===== config.mk =====
export PLATFORM = sky130hd
export DESIGN_NAME = prescaled_timer
export DESIGN_NICKNAME = d
export VERILOG_FILES = /design/src/rtl/timer_pkg.sv /design/src/rtl/tmr_prescale.sv /design/src/rtl/tmr_down.sv /design/src/rtl/prescaled_timer.sv
export SDC_FILE = /design/constraint.sdc
export NUM_CORES = 1
export LEC_CHECK = 0
export BUFFER_PORTS_ARGS = -buffer_cell sky130_fd_sc_hd__buf_2
export CORE_MARGIN = 1
export CORE_UTILIZATION = 63
export DETAILED_ROUTE_END_ITERATION = 8
export GPL_ROUTABILITY_DRIVEN = 0
export PLACE_DENSITY = 0.85
export SYNTH_ARGS = -nofsm -noshare
export SYNTH_HDL_FRONTEND = slang
export SYNTH_HIERARCHICAL = 1
export SYNTH_SLANG_ARGS = --single-unit

===== constraint.sdc =====
create_clock -name clk -period 5.6 [get_ports clk]
set_clock_uncertainty 0.2 [all_clocks]
set_input_delay 1.12 -clock clk [delete_from_list [all_inputs] [get_ports clk]]
set_output_delay 1.12 -clock clk [all_outputs]
set_load 0.05 [all_outputs]

===== src/rtl/timer_pkg.sv =====
`timescale 1ns/1ps
package timer_pkg;
  // byte offsets of the registers
  localparam int unsigned OFF_CTRL   = 'h0;
  localparam int unsigned OFF_PERIOD = 'h4;
  localparam int unsigned OFF_SCALE  = 'h8;
  localparam int unsigned OFF_COUNT  = 'hC;

  // control bit positions
  localparam int unsigned CB_PWR  = 0;
  localparam int unsigned CB_RUN  = 1;
  localparam int unsigned CB_ARL  = 2;
  localparam int unsigned CB_FLAG = 3;
  localparam int unsigned CTRL_BITS = 4;
endpackage


===== src/rtl/tmr_prescale.sv =====
`timescale 1ns/1ps
module tmr_prescale #(
  parameter int unsigned SCALE_W = 8
) (
  input  logic               clk,
  input  logic               rst_n,
  input  logic               run,
  input  logic               restart,
  input  logic [SCALE_W-1:0] scale,
  output logic               tick
);
  logic [SCALE_W-1:0] pre_q;

  function automatic logic [SCALE_W-1:0] pre_next(input logic [SCALE_W-1:0] p,
                                                   input logic hit);
    return hit ? '0 : p + SCALE_W'(1);
  endfunction

  assign tick = run && !restart && (pre_q == scale);

  always_ff @(posedge clk) begin
    if (!rst_n)               pre_q <= '0;
    else if (!run || restart) pre_q <= '0;
    else                      pre_q <= pre_next(pre_q, tick);
  end

  // with a non-zero divisor two ticks are never adjacent
  a_r4_tick_gap: assert property (@(posedge clk) disable iff (!rst_n)
    (tick && scale != '0 && !restart) |=> !tick);
endmodule


===== src/rtl/tmr_down.sv =====
`timescale 1ns/1ps
module tmr_down #(
  parameter int unsigned W = 32
) (
  input  logic         clk,
  input  logic         rst_n,
  input  logic         tick,
  input  logic         load,
  input  logic [W-1:0] load_val,
  input  logic         autoreload,
  input  logic [W-1:0] period,
  output logic [W-1:0] count,
  output logic         expire
);
  logic [W-1:0] count_q;

  function automatic logic [W-1:0] after_tick(input logic [W-1:0] c,
                                              input logic arl,
                                              input logic [W-1:0] per);
    if (c == '0)          return '0;
    else if (c == W'(1))  return arl ? per : '0;
    else                  return c - W'(1);
  endfunction

  assign expire = tick && !load && (count_q == W'(1));
  assign count  = count_q;

  always_ff @(posedge clk) begin
    if (!rst_n)    count_q <= '0;
    else if (load) count_q <= load_val;
    else if (tick) count_q <= after_tick(count_q, autoreload, period);
  end

  // no tick and no write means no change
  a_r3_idle_hold: assert property (@(posedge clk) disable iff (!rst_n)
    (!tick && !load) |=> $stable(count_q));
  // one tick removes exactly one
  a_r4_step_one: assert property (@(posedge clk) disable iff (!rst_n)
    (tick && !load && count_q > W'(1)) |=> (count_q == $past(count_q) - W'(1)));
  // periodic expiry loads the period
  a_r5_reload: assert property (@(posedge clk) disable iff (!rst_n)
    (expire && autoreload) |=> (count_q == $past(period)));
  // one-shot expiry parks at zero
  a_r6_park_zero: assert property (@(posedge clk) disable iff (!rst_n)
    (expire && !autoreload) |=> (count_q == '0));
endmodule


===== src/rtl/prescaled_timer.sv =====
`timescale 1ns/1ps
module prescaled_timer
  import timer_pkg::*;
#(
  parameter int unsigned DATA_W  = 32,
  parameter int unsigned ADDR_W  = 5,
  parameter int unsigned SCALE_W = 8
) (
  input  logic              clk,
  input  logic              rst_n,
  input  logic              bus_sel,
  input  logic              bus_wr,
  input  logic [ADDR_W-1:0] bus_addr,
  input  logic [DATA_W-1:0] bus_wdata,
  output logic [DATA_W-1:0] bus_rdata,
  output logic              irq
);
  localparam logic [ADDR_W-1:0] A_CTRL   = ADDR_W'(OFF_CTRL);
  localparam logic [ADDR_W-1:0] A_PERIOD = ADDR_W'(OFF_PERIOD);
  localparam logic [ADDR_W-1:0] A_SCALE  = ADDR_W'(OFF_SCALE);
  localparam logic [ADDR_W-1:0] A_COUNT  = ADDR_W'(OFF_COUNT);

  logic               pwr_q, run_en_q, arl_q, flag_q;
  logic [DATA_W-1:0]  period_q;
  logic [SCALE_W-1:0] scale_q;
  logic [DATA_W-1:0]  count;
  logic               wr_ctrl, wr_period, wr_scale, wr_count;
  logic               counting, tick, expire, flag_clr;

  assign wr_ctrl   = bus_sel && bus_wr && (bus_addr == A_CTRL);
  assign wr_period = bus_sel && bus_wr && (bus_addr == A_PERIOD);
  assign wr_scale  = bus_sel && bus_wr && (bus_addr == A_SCALE);
  assign wr_count  = bus_sel && bus_wr && (bus_addr == A_COUNT);
  assign counting  = pwr_q && run_en_q;
  assign flag_clr  = wr_ctrl && bus_wdata[CB_FLAG];

  tmr_prescale #(.SCALE_W(SCALE_W)) u_pre (
    .clk(clk), .rst_n(rst_n), .run(counting), .restart(wr_scale),
    .scale(scale_q), .tick(tick)
  );

  tmr_down #(.W(DATA_W)) u_down (
    .clk(clk), .rst_n(rst_n), .tick(tick), .load(wr_count),
    .load_val(bus_wdata), .autoreload(arl_q), .period(period_q),
    .count(count), .expire(expire)
  );

  always_ff @(posedge clk) begin
    if (!rst_n) begin
      pwr_q    <= 1'b0;
      run_en_q <= 1'b0;
      arl_q    <= 1'b0;
      flag_q   <= 1'b0;
      period_q <= '0;
      scale_q  <= '0;
    end else begin
      if (wr_ctrl) begin
        pwr_q    <= bus_wdata[CB_PWR];
        run_en_q <= bus_wdata[CB_RUN];
        arl_q    <= bus_wdata[CB_ARL];
      end
      if (wr_period) period_q <= bus_wdata;
      if (wr_scale)  scale_q  <= bus_wdata[SCALE_W-1:0];
      flag_q <= expire || (flag_q && !flag_clr);
    end
  end

  always_comb begin
    bus_rdata = '0;
    unique case (bus_addr)
      A_CTRL:   bus_rdata[CTRL_BITS-1:0] = {flag_q, arl_q, run_en_q, pwr_q};
      A_PERIOD: bus_rdata = period_q;
      A_SCALE:  bus_rdata[SCALE_W-1:0] = scale_q;
      A_COUNT:  bus_rdata = count;
      default:  bus_rdata = '0;
    endcase
  end

  assign irq = flag_q;

  // gating stops the prescaler outright
  a_r3_gated: assert property (@(posedge clk) disable iff (!rst_n)
    !(pwr_q && run_en_q) |-> !tick);
  // every expiry leaves the flag set
  a_r7_expire_sets: assert property (@(posedge clk) disable iff (!rst_n)
    expire |=> (flag_q && irq));
  // the flag only drops through a write of 1 to its bit
  a_r8_sticky: assert property (@(posedge clk) disable iff (!rst_n)
    (flag_q && !flag_clr) |=> flag_q);
endmodule


==> results.md <==
- Minimum hold slack: between 0.2 and 0.3 ns
- Fin nets: 732
- Routed Antenna Nets: 0
- Largest family of logic cells by synthesized area: simple AND/OR/NAND/NOR gates
- Hold wc startpoint: period_q[15]
- Xor-xnor portion of the synthesized cell area: 6.55%
- Buffers on Ports: 73
- Most frequent cell after synthesis: nand2_1
- Post-synthesis mux area share: 15.1%
- FP Rows: 33
- LEAKAGE: about 2.4 nW
- Worst r2r src: u_down/count[16]
- Grt ovf: 0
- Antenna violations before repair: 0
- Top cells by area, synth: dfxtp_1 (31%), mux2i_1 (13%), nand2_1 (6.5%)
- Vias in the first global route: 4748
- Seq/Total Area, Yosys: 31.4%
- Crit Reg-Reg Endpoint: u_down/count[11]
- Crit path launch type: primary input
- Post-CTS Hold Buffers: 0
- Synth Flop Type: dfxtp_1
- Initial Util: 65.1%
- Post-route clock period utilization: 77.4%
- Unrepaired setup endpoints after global routing: no
- DIE HEIGHT: 94.2 um
- Max-cap violation count: 0
- First-pass GRT wire length: about 23 mm
- Hold depth: 2
- Max Fclk: roughly 0.23 GHz
- PwrDens: roughly 210 nW/um2
- Synth Instances: 640
- WP data arrival: 3.01 ns
- Hold endpoint: period_q[15]
- Hold/Removal Path Class: register to register
- Outcome: finished, final reports clean
- H-tree depth: 3
- Number of sinks on the clock net: 84
- Clk Latency, worst-skew pair: around 0.37 ns
- Final setup viols: 0
- Die Wd: 94.2 um
- Min Tclk post-route: 4.33 ns
- Drt via density: roughly 6.3
- Finished Cell Area: 5910 um2
- Total track usage: 33.3%
- Compound-Gate Fraction of Synth Area: 13.5%
- Post-synth top area cell: dfxtp_1
- Clk buf depth: 2
- Pin count of the biggest net entering global routing: 80
- Top cell type's share of synthesized area: a little under a third
- Post-cts resize count: 0
- First drt pass iteration count: 5
- Post-Synth Simple-Gate Area: 27.3%
- 1st-iter DRT viols: approximately 500
- Synth Area in Adders: 0.935%
- Flops & latches, synth: 84
- Crit. End Element: output pin
- Worst setup path category: primary input to output pin
- HPWL Detailed: 9.50 mm
- Cts bufs inserted: 9
- Remaining DRCs: 0
- FFs w/ async S/R, synth: 0%
- Slew Limit Fails: 0
- Area grow syn2layout: 10.4%
- DRT Wirelength: 14.2 mm
- Drt wl/cell: 17.9 um
- Worst vdd ir: 123 uV
- Final hold viol count: 0
- Post-Syn Nets: roughly 700
- EDFF count, synth: 0
- Vias: between 5000 and 6000
- Dpl cell area: about 5700 um2
- CTS tree: yes
- ANT cells: 0
- Share of cells above drive strength 1: a little under a fifth
- Clk slew on worst S/H paths: 0.08 ns
- Worst Tran Pin Value: between 1 and 1.5 ns
- Relative slew slack: 19.6%
- Crit-path max FO: 26
- CTS Root Cell: clkbuf_8
- Setup Fix Bufs, Post-CTS: 0
- Commonest cells post-synth: nand2_1 (93), dfxtp_1 (84), mux2i_1 (67)
- Syn Area/Cell: 8.36 um2
- Library cells used by synthesis: 60
- Warnings, synthesis: 6
- Worst R2R Path Depth: 7
- Core ar.: roughly 8200 um2
- IO Pins: 74
- Synth Cell Area: approximately 5400 um2
- R2R Setup Slk: 2.30 ns
- Setup TNS: 0 ns
- Die area: 8870 um2
- Data required, critical path: roughly 4.3 ns
-- flip-flops by register name (all words and copies together), names as in the netlist --
signal / cells
period_q: 32
u_down/count: 32
scale_q: 8
u_pre/pre_q: 8
arl_q: 1
irq: 1
pwr_q: 1
run_en_q: 1
-- worst max-delay path, cell delays in order --
cell and delay [ns]:
buf_2 0.25, or4b_1 1.01, nor2_1 0.32, buf_2 0.30
-- routing by layer --
metal	up-vias	track usage [%]	wire (um)
met1	2375	42.8	6050
li1	2378	-	-
met2	235	54.1	6790
met3	45	4.77	973
met4	0	16.5	418
met5	-	0	0
-- cell families (layout without fill, tap and decap cells) --
logic type	Yosys count	count (layout)
AOI/OAI and AO/OA	108	108
adders and majority gates	4	4
buffers and inverters	54	106
xor gates and xnor gates	40	40
DFF	84	84
and+or+nand+nor	275	275
muxes	75	75
-- final cells by class --
cell class              count  area [um2]
multi-input cells         502        3410
well taps                 105         131
clock inverters             6        87.6
clock buffers              10         138
flip-flops and latches     84        1680
repair buffers             83         440
inverters                   7        26.3
fillers                   630        2300
-- stage by stage --
stage          total power (W)  std cells  setup WS (ns)  utilization [%]
3_5_place_dp          0.000722        781           1.20             69.2
4_1_cts                0.00121        797           1.27             72.0
6_report               0.00121        797           1.27             72.0
3_3_place_gp          0.000718        781           1.31             69.2
5_1_grt                0.00125        797           1.20             72.0
2_1_floorplan         0.000689        640           1.61                -
-- layout by cell type, fill, tap and decap left out, drive strengths merged, types with 5 or more instances in the layout --
| cell type | Yosys | routed |
|---|---|---|
| nand2 | 93 | 93 |
| dfxtp | 84 | 84 |
| buf | 20 | 83 |
| mux2i | 67 | 67 |
| nor2 | 62 | 62 |
| a21oi | 43 | 43 |
| nor3b | 31 | 31 |
| xor2 | 24 | 24 |
| nor3 | 21 | 21 |
| o22ai | 17 | 17 |
| xnor2 | 16 | 16 |
| a31oi | 14 | 14 |
| nor4 | 14 | 14 |
| nand3 | 13 | 13 |
| clkbuf | 27 | 10 |
| inv | 7 | 7 |
| nand4 | 6 | 6 |
| a221oi | 6 | 6 |
| and3 | 6 | 6 |
| o21ai | 6 | 6 |
| nor2b | 5 | 5 |
| or4 | 5 | 5 |
-- worst max-delay path by stage --
stage / startpoint / end / slack [ns] / depth (start not counted)
2_1_floorplan: bus_addr[1] / bus_rdata[12] / 1.61 / 4
3_3_place_gp: bus_addr[3] / u_down/count[12] / 1.31 / 9
3_5_place_dp: bus_addr[3] / u_down/count[14] / 1.20 / 9
4_1_cts: bus_addr[2] / bus_rdata[22] / 1.27 / 4
5_1_grt: bus_addr[2] / bus_rdata[22] / 1.20 / 4
6_report: bus_addr[2] / bus_rdata[22] / 1.27 / 4
-- report_power, final --
part           switching [W]  internal [W]
Combinational      0.0000678     0.0000417
Sequential        0.00000267      0.000599
Clock               0.000239      0.000263
Total               0.000310      0.000903
No activity file was read; power rests on OpenSTA's default activity.
